--- src/rtl/i2cst_pkg.sv ---
package i2cst_pkg;
    localparam int STATUS_W = 8;
    localparam int FLAG_W   = 3;
    localparam int SYNC_STAGES = 2;

    typedef struct packed {
        logic txerr;
        logic ack;
        logic busy;
    } flags_t;

    localparam flags_t FLAGS_CLEAR = '{txerr: 1'b0, ack: 1'b0, busy: 1'b0};

    function automatic logic [STATUS_W-1:0] to_word(flags_t f);
        return {{(STATUS_W-FLAG_W){1'b0}}, f};
    endfunction
endpackage

--- src/rtl/i2cst_sync.sv ---
module i2cst_sync #(
    parameter int   STAGES  = 2,
    parameter logic RST_VAL = 1'b1
) (
    input  logic clk,
    input  logic rst,
    input  logic d,
    output logic q,
    output logic q_prev
);
    logic [STAGES-1:0] chain;

    genvar g;
    generate
        for (g = 0; g < STAGES; g++) begin : g_stage
            always_ff @(posedge clk) begin
                if (rst) chain[g] <= RST_VAL;
                else if (g == 0) chain[g] <= d;
                else chain[g] <= chain[(g == 0) ? 0 : g-1];
            end
        end
    endgenerate

    always_ff @(posedge clk) begin
        if (rst) q_prev <= RST_VAL;
        else     q_prev <= chain[STAGES-1];
    end

    assign q = chain[STAGES-1];
endmodule

--- src/rtl/i2cst_edge.sv ---
module i2cst_edge (
    input  logic scl_now,
    input  logic scl_was,
    input  logic sda_now,
    input  logic sda_was,
    output logic start_evt,
    output logic stop_evt,
    output logic scl_rise
);
    logic scl_held_high;

    always_comb begin
        scl_held_high = scl_now & scl_was;
        start_evt     = scl_held_high & sda_was & ~sda_now;
        stop_evt      = scl_held_high & ~sda_was & sda_now;
        scl_rise      = scl_now & ~scl_was;
    end
endmodule

--- src/rtl/i2cst_flags.sv ---
module i2cst_flags
    import i2cst_pkg::*;
(
    input  logic   clk,
    input  logic   rst,
    input  logic   enable,
    input  logic   ctrl_wr,
    input  logic   start_evt,
    input  logic   stop_evt,
    input  logic   scl_rise,
    input  logic   sda_lvl,
    input  logic   tx_drive,
    input  logic   tx_ack_slot,
    input  logic   tx_bit,
    output flags_t flags
);
    logic ack_evt;
    logic mismatch_evt;

    always_comb begin
        ack_evt      = scl_rise & tx_ack_slot;
        mismatch_evt = scl_rise & tx_drive & ~tx_ack_slot & (sda_lvl != tx_bit);
    end

    always_ff @(posedge clk) begin
        if (rst || !enable) begin
            flags <= FLAGS_CLEAR;
        end else begin
            if (start_evt)     flags.busy <= 1'b1;
            else if (stop_evt) flags.busy <= 1'b0;

            if (ack_evt) flags.ack <= sda_lvl;

            if (mismatch_evt) flags.txerr <= 1'b1;
            else if (ctrl_wr) flags.txerr <= 1'b0;
        end
    end

    a_r2_start_sets_busy: assert property (@(posedge clk) disable iff (rst)
        (enable && start_evt) |=> flags.busy);

    a_r3_stop_clears_busy: assert property (@(posedge clk) disable iff (rst)
        (enable && stop_evt) |=> !flags.busy);

    a_r4_ack_captured: assert property (@(posedge clk) disable iff (rst)
        (enable && ack_evt) |=> (flags.ack == $past(sda_lvl)));

    a_r5_mismatch_sets: assert property (@(posedge clk) disable iff (rst)
        (enable && mismatch_evt) |=> flags.txerr);

    a_r6_write_clears: assert property (@(posedge clk) disable iff (rst)
        (enable && ctrl_wr && !mismatch_evt) |=> !flags.txerr);

    a_r7_disable_clears: assert property (@(posedge clk) disable iff (rst)
        !enable |=> (flags == FLAGS_CLEAR));
endmodule

--- src/rtl/i2c_bus_status.sv ---
module i2c_bus_status
    import i2cst_pkg::*;
(
    input  logic                clk,
    input  logic                rst,
    input  logic                enable,
    input  logic                ctrl_wr,
    input  logic                tx_drive,
    input  logic                tx_ack_slot,
    input  logic                tx_bit,
    input  logic                scl_pin,
    input  logic                sda_pin,
    output logic                sda_low_o,
    output logic [STATUS_W-1:0] status_o
);
    localparam int NPINS = 2;
    localparam int SCL_IDX = 0;
    localparam int SDA_IDX = 1;

    logic [NPINS-1:0] pin_raw;
    logic [NPINS-1:0] pin_now;
    logic [NPINS-1:0] pin_was;
    logic             start_evt;
    logic             stop_evt;
    logic             scl_rise;
    flags_t           flags;

    assign pin_raw[SCL_IDX] = scl_pin;
    assign pin_raw[SDA_IDX] = sda_pin;

    genvar p;
    generate
        for (p = 0; p < NPINS; p++) begin : g_pin
            i2cst_sync #(.STAGES(SYNC_STAGES), .RST_VAL(1'b1)) u_sync (
                .clk    (clk),
                .rst    (rst),
                .d      (pin_raw[p]),
                .q      (pin_now[p]),
                .q_prev (pin_was[p])
            );
        end
    endgenerate

    i2cst_edge u_edge (
        .scl_now   (pin_now[SCL_IDX]),
        .scl_was   (pin_was[SCL_IDX]),
        .sda_now   (pin_now[SDA_IDX]),
        .sda_was   (pin_was[SDA_IDX]),
        .start_evt (start_evt),
        .stop_evt  (stop_evt),
        .scl_rise  (scl_rise)
    );

    i2cst_flags u_flags (
        .clk         (clk),
        .rst         (rst),
        .enable      (enable),
        .ctrl_wr     (ctrl_wr),
        .start_evt   (start_evt),
        .stop_evt    (stop_evt),
        .scl_rise    (scl_rise),
        .sda_lvl     (pin_now[SDA_IDX]),
        .tx_drive    (tx_drive),
        .tx_ack_slot (tx_ack_slot),
        .tx_bit      (tx_bit),
        .flags       (flags)
    );

    // Pad request depends only on the transmit phase, never on the error flag
    assign sda_low_o = enable & tx_drive & ~tx_bit;
    assign status_o  = to_word(flags);

    // an error rising with steady drive inputs leaves the pad request unchanged
    a_r8_drive_kept: assert property (@(posedge clk) disable iff (rst)
        ($rose(flags.txerr) && $stable(enable) && $stable(tx_drive) && $stable(tx_bit))
        |-> $stable(sda_low_o));

    a_r1_upper_zero: assert property (@(posedge clk) disable iff (rst)
        $rose(flags.busy) |-> (status_o[0] && status_o[STATUS_W-1:FLAG_W] == '0));
endmodule

--- config.mk ---
export PLATFORM = sky130hd
export DESIGN_NAME = i2c_bus_status
export DESIGN_NICKNAME = d
export VERILOG_FILES = /design/src/rtl/i2cst_pkg.sv /design/src/rtl/i2cst_sync.sv /design/src/rtl/i2cst_edge.sv /design/src/rtl/i2cst_flags.sv /design/src/rtl/i2c_bus_status.sv
export SDC_FILE = /design/constraint.sdc
export NUM_CORES = 1
export LEC_CHECK = 0
export BUFFER_PORTS_ARGS = -buffer_cell sky130_fd_sc_hd__buf_4
export CAP_MARGIN = 20
export CELL_PAD_IN_SITES_DETAIL_PLACEMENT = 0
export CELL_PAD_IN_SITES_GLOBAL_PLACEMENT = 2
export CORE_MARGIN = 3
export CORE_UTILIZATION = 20
export DETAILED_ROUTE_END_ITERATION = 8
export PLACE_DENSITY = 0.73
export SYNTH_ARGS = -nofsm -noshare
export SYNTH_HDL_FRONTEND = slang
export SYNTH_HIERARCHICAL = 1
export SYNTH_SLANG_ARGS = --single-unit
--- constraint.sdc ---
create_clock -name clk -period 1 [get_ports clk]
set_clock_uncertainty 0.1 [all_clocks]
set_input_delay 0.1 -clock clk [delete_from_list [all_inputs] [get_ports clk]]
set_output_delay 0.1 -clock clk [all_outputs]
set_load 0.05 [all_outputs]
==> results of run 1 <==
[power groups by stage]
| stage | clock [mW] | combinational [mW] | sequential, mW |
|---|---|---|---|
| 2_1_floorplan | 0 | 0.0803 | 0.386 |
| 3_3_place_gp | 0 | 0.104 | 0.383 |
| 3_5_place_dp | 0 | 0.104 | 0.383 |
| 4_1_cts | 0.291 | 0.111 | 0.375 |
| 5_1_grt | 0.317 | 0.119 | 0.375 |
| 6_report | 0.272 | 0.111 | 0.374 |
[metal layers]
layer | vias up | routed length (um)
li1 | 145 | -
met1 | 128 | 259
met2 | 12 | 295
met3 | 0 | 48
met4 | 0 | 0
met5 | - | 0
[state kept, by name, indices dropped and copies added, names as in the netlist]
register and count:
u_flags/flags 3, g_pin.u_sync/q_prev 2, g_pin.u_sync/chain 2, g_pin.u_sync/q 2
[cell usage in the layout (no fill, tap or decap), types with 2 or more instances in the layout]
cell type	n
sky130_fd_sc_hd__nand2b_1	2
sky130_fd_sc_hd__dfxtp_1	4
sky130_fd_sc_hd__clkbuf_4	3
sky130_fd_sc_hd__conb_1	5
sky130_fd_sc_hd__a21oi_1	3
sky130_fd_sc_hd__buf_6	3
sky130_fd_sc_hd__dfxtp_2	4
sky130_fd_sc_hd__buf_4	9
sky130_fd_sc_hd__and4b_1	2
sky130_fd_sc_hd__dlygate4sd3_1	2
sky130_fd_sc_hd__or2_1	6
sky130_fd_sc_hd__nand2_1	2
[metrics by stage]
step	total power, mW	hold WS, ns	setup TNS, ns
detailed placement	0.4874	0.1884	-0.008169
CTS	0.7770	-0.03291	0
global route	0.8118	-0.03291	-0.02002
finish	0.7565	-0.02753	0
floorplan	0.4660	0.09714	0
global placement	0.4863	0.1820	0
[worst paths after layout]
| kind | cells past startpoint | slack, ns | endpoint |
|---|---|---|---|
| max | 1 | 0.04 | status_o[0] |
| min | 2 | -0.03 | g_pin[1].u_sync/chain[0]$_SDFF_PP1_ |
| max reg2reg | 4 | 0.06 | u_flags/flags[0]$_SDFFE_PP0P_ |
| min reg2reg | 1 | 0.30 | g_pin[1].u_sync/q$_SDFF_PP1_ |
[kinds of logic after synthesis]
kind of cell / after synthesis / synth area share, %
AO/OA/AOI/OAI: 3 / 4.165
XOR/XNOR: 1 / 2.431
buffers and inverters: 6 / 11.46
flip-flops: 9 / 50.00
other: 1 / 1.041
AND/OR/NAND/NOR: 17 / 30.90
[layout make-up]
cell class	instances	area (um^2)	share of cell area, %
well taps	24	30.03	5.714
flip-flops and latches	9	188.9	35.95
inverters	1	3.754	0.7143
clock buffers	4	26.28	5.000
repair buffers	14	121.4	23.10
multi-input cells	26	155.1	29.52
[timing repair]
action / CTS / global route
buffers inserted: 0 / 0
pin swaps: 0 / 2
endpoints found under the setup margin: 2 / 6
endpoints found under the hold margin: 6 / 6
gates resized for setup: 2 / 7
==> summary.md, run 1 <==
Of all nets on the critical path, the largest fanout is 2. The die is 48.45 um wide. In this run the most used layer during global routing was met2. During I/O placement, the number of pins put on the boundary was 18. IR analysis of the VDD net gives a maximum drop of 920.9 uV. The initial antenna violation count was 0. TritonCTS built the clock tree. The startpoint identified for the worst hold timing path is rst. The number of max-cap violations is 0, and the global-route usage over all layers is 6.100%. The wire length per cell works out to 7.718 um.

The clock input transition at the sequential cells of the worst setup and hold paths was 0.06 ns; the required time of the critical path was 0.80 ns. In the global route stage, met2 resource usage came out at 9.174%. In the synthesized netlist, the number of instances is 37. Number of cells in the design after placement: 72. For this design the static power due to leakage is 0.2219 nW. The number of iterations in the first detailed-routing pass is 3. Layout overhead on the synthesized area: 45.83%.

The post-route core utilization was 32.97%. Worst hold path class: in -> reg. The met3 track demand over resource in global routing was 5.828%. Internal power contribution: 0.5639 mW. The count of cells in the finished layout, fillers not included, comes to 78.

Of the available clock period, the critical path in the final layout requires 95.85%. The run finished, with violations left. Clock tree root driver cell: sky130_fd_sc_hd__clkbuf_4. For the placement row count, the log shows 14. Pin count of the biggest net entering global routing: 8. The final reports fail on hold timing. At the end of routability-driven placement, the weighted congestion stood at 0.6357. The worst setup path is of the reg -> out kind.

The Yosys step of the flow raised 6 warnings. Setup repair after global routing could not meet its margin everywhere. The count of nets left with antenna violations once routing finished came out at 0.

The cell area after synthesis came out at 360.3 um^2. For the met1 track demand over resource in global routing, the log shows 5.513%. Tracing the worst setup path back leads to its startpoint at u_flags/flags[0]$_SDFFE_PP0P_. In this run, synthesis inferred 0 flip-flops with an integrated enable.

The worst-path cell with the longest stage delay was sky130_fd_sc_hd__dfxtp_1. The top-area cell type share of the netlist area was 50.00%. Type of element launching the critical path: a register. The routed via count divided by cell count is 3.654. The floorplan step defined a die boundary enclosing 2347 um^2. The power density over the cells is 1440 nW/um^2.

For the sequential power share, the log shows 49.4%. The share of total power dissipated in combinational logic is 14.6%. Summed over all instances, the cell type with the most area after synthesis is sky130_fd_sc_hd__dfxtp_1. On the critical path the largest part of the delay comes from flip-flops. By area the synthesized netlist is led by sky130_fd_sc_hd__dfxtp_1 50%, sky130_fd_sc_hd__buf_4 10%, sky130_fd_sc_hd__or2_1 10%, sky130_fd_sc_hd__and4b_1 5.6%, sky130_fd_sc_hd__a21oi_1 4.2%. In this run the deepest clock path goes through 2 buffers. The final critical delay including setup and external delays was 0.9585 ns. The number of slew-limit violations in the final report is 0, and the total of endpoints with negative setup slack in the final report is 0.

Average instance area after synthesis: 9.739 um^2. The logs give 285 for the overall via count from detail_route and 459.2 um^2 for the instance area at placement. The peak per-stage delay on the critical path came out at 0.34 ns. After legalization and detailed placement, the total HPWL measured 491.8 um. The clock drives 9 sinks.

Net switching is 25.46% of the power. The final routed DRC violation total is 0. Traced cell by cell, the critical path runs through buf_6. The wire length of the first global-routing pass was 1035 um. STA classifies the critical path endpoint as an output port. The run gives 1043 MHz as the achievable frequency.

Prior to clock tree synthesis, the placed netlist has a worst setup slack of -0.008169 ns. Port buffering added 12 buffers. The number of global-route vias before repair was 251. For the starting utilization of the core area, the log shows 22.61%. The repair_antennas step left the layout with diodes totalling 0. The tools report the placeable core area as 1594 um^2.

The global route total overflow is 0. After synthesis the netlist holds a flip-flop and latch count of 9. Startpoint of the worst-slack reg-to-reg timing path: g_pin[1].u_sync/q$_SDFF_PP1_. The finished cells cover 525.5 um^2. The iteration-0 DRC count of the detailed router came out at 3.

The clock network fraction of total power is 35.9%. The layout has 168 filler cells. The most common cell in the netlist is sky130_fd_sc_hd__dfxtp_1. The tools report the clock latency at the later pin of the worst-skew pair as 0.25 ns.

For the worst setup path, the data arrival time is 0.76 ns. The final layout contains 64 nets. For this run, asynchronously set or reset flops after synthesis account for 0%. After clock tree synthesis, the flow added hold-fix buffers numbering 2. Buffering stage count on the worst path with inverters included: 1. After synthesis, the netlist uses 15 different library cells. The worst hold margin was -0.02753 ns. The number of H-tree levels is 1, and the share of cells above drive strength 1 is 38.89%.

For this block, the routed nets add up to 602 um of wire. In this run the power spent charging and discharging nets is 0.1926 mW. In this run the vertical extent of the chip is 48.45 um. The worst setup slack after layout was 0.04154 ns; the number of clock buffers inserted by TritonCTS was 3. Summing the sequential cell areas from Yosys gives 50.00% of the chip area. The dominant register cell in the synthesized netlist is sky130_fd_sc_hd__dfxtp_1. Ranked by instance count, the synthesized netlist is headed by 9 x sky130_fd_sc_hd__dfxtp_1, 6 x sky130_fd_sc_hd__or2_1, 5 x sky130_fd_sc_hd__buf_4, 3 x sky130_fd_sc_hd__a21oi_1.

The run gives 6 as the number of hold violations in the final report.
Note: power is estimated with default switching activity, not from simulation.
==> inputs of run 2 (changes only) <==
--- a/config.mk
+++ b/config.mk
@@ -5,14 +5,15 @@
 export SDC_FILE = /design/constraint.sdc
 export NUM_CORES = 1
 export LEC_CHECK = 0
+export ABC_AREA = 1
 export BUFFER_PORTS_ARGS = -buffer_cell sky130_fd_sc_hd__buf_4
 export CAP_MARGIN = 20
 export CELL_PAD_IN_SITES_DETAIL_PLACEMENT = 0
 export CELL_PAD_IN_SITES_GLOBAL_PLACEMENT = 2
 export CORE_MARGIN = 3
-export CORE_UTILIZATION = 20
+export CORE_UTILIZATION = 19
 export DETAILED_ROUTE_END_ITERATION = 8
-export PLACE_DENSITY = 0.73
+export PLACE_DENSITY = 0.74
 export SYNTH_ARGS = -nofsm -noshare
 export SYNTH_HDL_FRONTEND = slang
 export SYNTH_HIERARCHICAL = 1
==> run 2 against run 1 <==
Net effect: the run now ends clean; via count up 23%; synthesized cell count rose by 62%; die area rose by 17%; combinational power grew 26%; hold slack gained 0.050 ns; register-to-register slack better by 0.02 ns; first-iteration DRC count decreased by 33%; critical endpoint is now status_o[1]; clock-buffer cell count did not move.
==> summary.md, run 2 <==
The flow ran to the end, and the final reports show no timing, DRC or antenna violations. The final critical delay including setup and external delays was 0.9483 ns (-0.01012 ns). STA classifies the critical path startpoint as a register.

For the overall via count from detail_route, the log shows 350 (+23%). The run gives 0.7804 mW (+3.2%) as the overall power after layout. By count the netlist is led by 17 x sky130_fd_sc_hd__nand2_1, 14 x sky130_fd_sc_hd__inv_1, 9 x sky130_fd_sc_hd__dfxtp_1, 5 x sky130_fd_sc_hd__buf_4, 4 x sky130_fd_sc_hd__nor2_1. The average instance area after synthesis was 6.819 um^2 (-30%).

The clock input transition at the sequential cells of the worst setup and hold paths came out at 0.06 ns (about the same). Cell area after synthesis: 409.1 um^2 (+14%). The flip-flop count of the largest register, all copies and words added was 3 (unchanged). Die footprint: 2746 um^2 (+17%). The tools report the share of synthesized area occupied by flip-flops and latches as 44.04% (-6.0 points). Combinational family with the most area after synthesis: simple AND/OR/NAND/NOR gates.

The hold-critical path depth was 4 (+2). By startpoint and endpoint, the worst setup path is classified as reg -> out. Number of gates on the worst path with buffers counted: 1 (unchanged). Setup repair after global routing could not meet its margin everywhere. The largest total area in the synthesized netlist belongs to sky130_fd_sc_hd__dfxtp_1.

Xor/xnor share of the synthesized area: 0% (-2.4 points). Wire length per cell: 6.495 um (-16%). The highest layer used for signal routing is met4. The run gives 20.44% (-2.2 points) as the starting utilization of the core area.

The logs give 2 (unchanged) for the clock tree buffer depth and 0 (unchanged) for the post-CTS setup buffer count. The critical path goes through buf_6. Post-route core utilization: 31.25% (-1.7 points). The floorplan die width is 52.41 um (+8.2%), and the count of flip-flops with a built-in enable after synthesis is 0 (unchanged). The dominant register cell in the synthesized netlist is sky130_fd_sc_hd__dfxtp_1. TritonCTS built the clock tree. The number of slew-limit violations in the final report is 0 (unchanged). The yosys synthesis warning count is 6 (unchanged), and the adder-cell share of the synthesized area is 0% (unchanged).

For the clock latency at the later pin of the worst-skew pair, the log shows 0.25 ns (about the same). The total of endpoints with negative setup slack in the final report came out at 0 (unchanged). The clock tree root driver cell is sky130_fd_sc_hd__clkbuf_4.

The multiplexer share of the synthesized area works out to 0% (unchanged). The number of distinct library cells after synthesis was 12 (-3). Worst-path cell with the longest stage delay: sky130_fd_sc_hd__dfxtp_1. The power density over the cells is 1247 nW/um^2 (-13%), and the cell count of the worst reg-to-reg path is 6 (+2). The routed wire length was 695 um (+15%); the placement row count was 16 (+2). The estimated wirelength of the detail-placed design came out at 555.9 um (+13%). For the initial antenna violation count, the log shows 0 (unchanged). The top cell types in the final layout, fill and taps aside, are 16 x sky130_fd_sc_hd__nand2_1, 13 x sky130_fd_sc_hd__inv_1, 10 x sky130_fd_sc_hd__buf_4. The pin count of the biggest net entering global routing is 6 (-2), and the met3 wire length is 39 um (-19%). The leading cell type in the layout, fill and taps excluded was sky130_fd_sc_hd__nand2_1. The complex-gate fraction of the synthesized area was 4.587% (+0.42 points); the global placement routability congestion was 0.6810 (+7.1%). The routed length on met2 came out at 337 um (+14%). The number of antenna diodes was 0 (unchanged).

The logs give 2002 um^2 (+26%) for the placeable core area and 858.1 uV (-6.8%) for the maximum vdd ir drop. The worst hold margin was 0.02285 ns (+0.05038 ns); the number of max-cap violations was 0 (unchanged). Top-area cell type share of the netlist area: 44.04% (-6.0 points). The run gives 90 (+41%) as the total number of nets in the final design.

The number of clock buffers inserted by TritonCTS is 3 (unchanged). sky130_fd_sc_hd__nand2_1 is the most common cell in the netlist. The final clock period utilization by the worst path is 94.83% (-1.0 points), and the layout overhead on the synthesized area is 52.91%. Post-synthesis register bit count: 9 (unchanged). The layout filler cell count was 222 (+32%). The share of cells above drive strength 1 was 41.25% (+2.4 points); the count of pins on the block boundary was 18 (unchanged). The standby leakage power is 0.3437 nW (+55%). The routed via count divided by cell count was 3.271 (-10%); the count of mapped cells out of synthesis was 60 (+62%).

The floorplan die height works out to 52.41 um (+8.2%). The iteration-0 DRC count of the detailed router came out at 2 (-1). The type of destination of the critical path was an output port. For the global route total overflow, the log shows 0 (unchanged). The routed metal-1 wire length was 303 um (+17%); the global-route usage over all layers was 6.132% (+0.032 points).

The maximum fanout encountered on the critical timing path is 2 (unchanged), and the port buffer count is 12 (unchanged). The achievable frequency is 1054 MHz (+1.1%). The buffering stage count on the worst path with inverters included works out to 1 (unchanged).

The data arrival time of the worst path was 0.75 ns (about the same). The tools report the number of iterations in the first detailed-routing pass as 2 (-1). For the total clock sinks, the log shows 9 (unchanged). More flip-flops sit in one register than any other, and that register is u_flags/flags. The fraction of synthesis flops using an asynchronous set or reset pin is 0% (unchanged), and the required time of the critical path is 0.80 ns (about the same). The number of global-route vias before repair is 331 (+32%). The tightest min-delay check is of the in -> reg type.

The number of hold violations in the final report is 0 (-6), and the fraction of the mapped netlist area in simple logic gates is 26.61% (-4.3 points). The final routed DRC violation total is 0 (unchanged). The run gives 1193 um (+15%) as the wire length of the first global-routing pass. The peak per-stage delay on the critical path came out at 0.34 ns (about the same). Sorting the synthesized cells by area gives the leading types as sky130_fd_sc_hd__dfxtp_1 44%, sky130_fd_sc_hd__nand2_1 16%, sky130_fd_sc_hd__inv_1 13%, sky130_fd_sc_hd__buf_4 9.2%, sky130_fd_sc_hd__nor2_1 3.7%. The kind of cell with the highest combined delay along the critical path is flip-flops.

The post-route antenna net violation count came out at 0 (unchanged). The run gives 1 (unchanged) as the number of H-tree levels.
[run 2: cell count changes in the layout (fill, tap and decap cells not counted), moves of 3 or more]
cell,previous run,this run
sky130_fd_sc_hd__a21oi_2,0,3
sky130_fd_sc_hd__inv_2,0,3
sky130_fd_sc_hd__a21oi_1,3,0
sky130_fd_sc_hd__or2_1,6,0
sky130_fd_sc_hd__nand2_1,2,16
sky130_fd_sc_hd__nand2_2,0,3
sky130_fd_sc_hd__inv_1,1,13
[run 2: kinds of logic after synthesis]
logic type,Yosys count
AO/OA/AOI/OAI,3
AND/OR/NAND/NOR,26
buffers and inverters,21
flip-flops,9
other,1
[run 2: metrics by stage]
stage               worst slack [ns]  cell area [um^2]  std cells  TNS (ns)
floorplan                    0.01631             425.4         64         0
global placement            0.006871             519.2         99         0
detailed placement          -0.02139             519.2         99  -0.02139
CTS                         0.006726             588.1        107         0
global route                -0.01883             625.6        107  -0.01883
finish                       0.05166             625.6        107         0
[run 2: final cells by class]
cell class                      instances  area [um^2]  share of cell area [%]
Timing Repair Buffer                   17        152.6                   24.40
Tap cell                               27        33.78                   5.400
Clock buffer                            4        26.28                   4.200
Multi-Input combinational cell         34        163.9                   26.20
Sequential cell                         9        188.9                   30.20
Inverter                               16        60.06                   9.600
[run 2: path summary, 6_finish.rpt]
| path | startpoint | to | slack, ns |
|---|---|---|---|
| max | u_flags/flags[1]$_SDFFE_PP0P_ | status_o[1] | 0.05 |
| min | tx_ack_slot | u_flags/flags[2]$_SDFFE_PP0P_ | 0.02 |
| max reg2reg | g_pin[0].u_sync/q$_SDFF_PP1_ | u_flags/flags[2]$_SDFFE_PP0P_ | 0.08 |
| min reg2reg | g_pin[0].u_sync/chain[0]$_SDFF_PP1_ | g_pin[0].u_sync/q$_SDFF_PP1_ | 0.31 |
[run 2: layer usage]
layer | up-vias | global-route usage, %
met3 | 2 | 4.274
met5 | - | 0
met1 | 140 | 5.651
met4 | 0 | 2.553
met2 | 9 | 10.33
li1 | 199 | -
[run 2: repair_timing]
| action | in CTS | in global routing |
|---|---|---|
| gates resized for setup | 1 | 14 |
| setup endpoints to repair | 1 | 6 |
| hold buffers | 4 | 0 |
| hold endpoints to repair | 7 | 0 |
[run 2: power by group]
part | internal, mW | leakage (nW) | switching (mW)
Clock | 0.153 | 0.0150 | 0.112
Combinational | 0.0518 | 0.255 | 0.0883
Sequential | 0.368 | 0.0739 | 0.00659
==> inputs of run 3 (changes only) <==
--- a/config.mk
+++ b/config.mk
@@ -16,5 +16,4 @@
 export PLACE_DENSITY = 0.74
 export SYNTH_ARGS = -nofsm -noshare
 export SYNTH_HDL_FRONTEND = slang
-export SYNTH_HIERARCHICAL = 1
 export SYNTH_SLANG_ARGS = --single-unit
==> run 3 against run 2 <==
Net effect: clock power up 5%; clock-buffer cell count stayed put; global-route usage rose by 0.18 points.
==> summary.md, run 3 <==
The worst setup slack after layout is 0.04129 ns (-0.01037 ns), and the required time of the critical path is 0.80 ns (about the same). The worst hold path class is in -> reg. The tools report the clock tree root driver cell as sky130_fd_sc_hd__clkbuf_4.

The library cell used most frequently in the layout, excluding fill and tap cells, is sky130_fd_sc_hd__nand2_1. The global route total overflow was 0 (unchanged); the floorplan die width was 50 um (-4.6%). The top-area cell type share of the netlist area was 48.98% (+4.9 points). The buffering stage count on the worst path with inverters included was 1 (unchanged); the complex-gate fraction of the synthesized area was 6.803% (+2.2 points).

The tools report the number of antenna diodes as 0 (unchanged). The worst setup path is launched from a register. The tools report the type of destination of the critical path as an output port.

The total clock sinks was 9 (unchanged); the worst reg-to-reg setup slack was 0.14 ns (+0.06 ns). The clock input transition at the sequential cells of the worst setup and hold paths came out at 0.06 ns (about the same). The count of flip-flops with a built-in enable after synthesis came out at 0 (unchanged). The cell count of the worst reg-to-reg path came out at 5 (-1).

The initial antenna violation count is 0 (unchanged), and the placement row count is 15 (-1). The final clock period utilization by the worst path works out to 95.87% (+1.0 points). The fraction of the mapped netlist area in simple logic gates works out to 26.87% (+0.27 points).

The cell area after synthesis was 367.9 um^2 (-10%); the wire length per cell was 7.370 um (+13%). The flow ran to the end, and the final reports show no timing, DRC or antenna violations. The dominant register cell in the synthesized netlist is sky130_fd_sc_hd__dfxtp_1. By count the netlist is led by 12 x sky130_fd_sc_hd__nand2_1, 9 x sky130_fd_sc_hd__dfxtp_1, 6 x sky130_fd_sc_hd__inv_1, 5 x sky130_fd_sc_hd__buf_4, 5 x sky130_fd_sc_hd__or2_1. The worst slack after detailed placement was 0.08964 ns (+0.1110 ns); the clock tree buffer depth was 2 (unchanged). The logs give 6.557% (+0.91 points) for the met1 track demand over resource in global routing and 12 (unchanged) for the number of distinct library cells after synthesis. The tools report the iteration-0 DRC count of the detailed router as 0 (-2). The global-route usage over all layers came out at 6.316% (+0.18 points). The largest total area in the synthesized netlist belongs to sky130_fd_sc_hd__dfxtp_1. The routed wire length was 678 um (-2.4%). The layout filler cell count is 201 (-9.5%), and the wire length of the first global-routing pass is 1138 um (-4.6%). The global placement routability congestion was 0.6097 (-10%).

Number of iterations in the first detailed-routing pass: 1 (-1). The die footprint was 2500 um^2 (-9.0%); the adder-cell share of the synthesized area was 0% (unchanged). The xor/xnor share of the synthesized area was 0% (unchanged); the achievable frequency was 1043 MHz (-1.1%).

The total of endpoints with negative setup slack in the final report came out at 0 (unchanged). The run gives 0 ns (unchanged) as the aggregate negative setup slack. The maximum vdd ir drop was 805.4 uV (-6.1%); the final critical delay including setup and external delays was 0.9587 ns (+0.01037 ns). The power density over the cells came out at 1403 nW/um^2 (+12%). The overall via count from detail_route was 321 (-8.3%); the count of mapped cells out of synthesis was 48 (-20%). The start point of the worst hold path was enable.

The maximum fanout encountered on the critical timing path came out at 3 (+1). For the number of max-cap violations, the log shows 0 (unchanged). For the pin count of the biggest net entering global routing, the log shows 7 (+1).

The number of global-route vias before repair came out at 283 (-15%). TritonCTS built the clock tree. The post-route core utilization is 31.09% (-0.16 points), and the peak per-stage delay on the critical path is 0.34 ns (about the same). Number of hold violations in the final report: 0 (unchanged). From synthesis to final layout, the design area changed by 50.68%.

The port buffer count works out to 12 (unchanged). The number of H-tree levels came out at 1 (unchanged). Ranked by total cell area, the synthesized netlist is headed by sky130_fd_sc_hd__dfxtp_1 49%, sky130_fd_sc_hd__nand2_1 12%, sky130_fd_sc_hd__buf_4 10%, sky130_fd_sc_hd__or2_1 8.5%, sky130_fd_sc_hd__inv_1 6.1%. The count of pins on the block boundary was 18 (unchanged); the total number of nets in the final design was 77 (-14%).

The yosys synthesis warning count was 0 (-6). The tools report the met2 demand-to-capacity share in global routing as 9.565% (-0.77 points). The share of cells above drive strength 1 is 29.85% (-11 points). Largest register by flop count: u_flags.flags.

The average instance area after synthesis was 7.664 um^2 (+12%). The logs give 0 (unchanged) for the post-route antenna net violation count and 0.26 ns (about the same) for the clock latency at the later pin of the worst-skew pair. The post-synthesis register bit count was 9 (unchanged); the routed via count divided by cell count was 3.489 (+6.7%). Largest delay contributor family on the critical path: flip-flops.

The logs give 0 (unchanged) for the final routed DRC violation total and 48.98% (+4.9 points) for the share of synthesized area occupied by flip-flops and latches. The number of clock buffers inserted by TritonCTS came out at 3 (unchanged). Standby leakage power: 0.2655 nW (-23%). The endpoint with the worst hold slack is u_flags.flags[2]$_SDFFE_PP0P_.

The logs give 0.01794 ns (-0.004909 ns) for the worst hold margin and 1783 um^2 (-11%) for the placeable core area. By area, the combinational part of the netlist is dominated by simple AND/OR/NAND/NOR gates. The hold-critical path depth came out at 3 (-1). In the layout the commonest cells are 11 x sky130_fd_sc_hd__nand2_1, 9 x sky130_fd_sc_hd__buf_4, 6 x sky130_fd_sc_hd__inv_1, 6 x sky130_fd_sc_hd__dfxtp_1.

The met3 track demand over resource in global routing was 4.532% (+0.26 points). For the number of slew-limit violations in the final report, the log shows 0 (unchanged). The critical path goes through buf_6. sky130_fd_sc_hd__nand2_1 is the most common cell in the netlist. Setup repair after global routing left no endpoint under its margin. The starting utilization of the core area was 20.63% (+0.19 points); the multiplexer share of the synthesized area was 0% (unchanged). The floorplan die height was 50 um (-4.6%).

After global routing, the most crowded layer is met2. The worst register-to-register path ends at u_flags.flags[2]$_SDFFE_PP0P_. Worst-path cell with the longest stage delay: sky130_fd_sc_hd__dfxtp_2.

In this run the critical register-to-register path is launched from g_pin[0].u_sync.q_prev$_SDFF_PP1_. The flip-flop count of the largest register, all copies and words added was 3 (unchanged). The fraction of synthesis flops using an asynchronous set or reset pin came out at 0% (unchanged).

The critical path is of the reg -> out type. The data arrival time of the worst path was 0.76 ns (about the same).
## run 3: worst max-delay path by stage
stage | endpoint | cells past startpoint | slack [ns] | from
2_1_floorplan | u_flags.flags[1]$_SDFFE_PP0P_ | 2 | 0.02 | u_flags.flags[1]$_SDFFE_PP0P_
3_3_place_gp | u_flags.flags[0]$_SDFFE_PP0P_ | 4 | 0.08 | g_pin[0].u_sync.q$_SDFF_PP1_
3_5_place_dp | u_flags.flags[0]$_SDFFE_PP0P_ | 3 | 0.09 | g_pin[0].u_sync.q$_SDFF_PP1_
4_1_cts | status_o[1] | 1 | 0.007 | u_flags.flags[1]$_SDFFE_PP0P_
5_1_grt | status_o[1] | 1 | 0.004 | u_flags.flags[1]$_SDFFE_PP0P_
6_report | status_o[0] | 1 | 0.04 | u_flags.flags[0]$_SDFFE_PP0P_
## run 3: logic make-up after synthesis
kind of cell | after synthesis
AND/OR/NAND/NOR | 22
AO/OA/AOI/OAI | 5
flip-flops | 9
buffers and inverters | 11
other | 1
## run 3: where the power goes
group          switching [mW]  total, mW  internal, mW
logic                  0.0772      0.123        0.0455
registers             0.00608      0.376         0.370
clock network           0.125      0.279         0.154
## run 3: area by class of cell
cell class / count / area [um^2] / share of cell area (%)
Sequential cell: 9 / 183.9 / 33.18
Multi-Input combinational cell: 32 / 148.9 / 26.86
Timing Repair Buffer: 16 / 141.4 / 25.51
Tap cell: 25 / 31.28 / 5.643
Clock buffer: 4 / 26.28 / 4.740
Inverter: 6 / 22.52 / 4.063
## run 3: what timing repair did
item                                    in CTS  in global routing
gates resized for setup                      1                  5
endpoints found under the hold margin        7                  0
hold buffers                                 4                  0
gates cloned                                 0                  0
endpoints found under the setup margin       1                  5
buffers inserted                             0                  0
## run 3: stage by stage
| step | std cells | area (um^2) | power, mW |
|---|---|---|---|
| floorplan | 52 | 385.4 | 0.4695 |
| global placement | 84 | 469.2 | 0.4931 |
| detailed placement | 84 | 469.2 | 0.4924 |
| CTS | 92 | 539.3 | 0.7957 |
| global route | 92 | 554.3 | 0.8261 |
| finish | 92 | 554.3 | 0.7777 |
## run 3: metal layers
| metal | wire [um] | vias to the layer above |
|---|---|---|
| li1 | - | 173 |
| met1 | 265 | 135 |
| met2 | 345 | 13 |
| met3 | 67 | 0 |
| met4 | 0 | 0 |
| met5 | 0 | - |
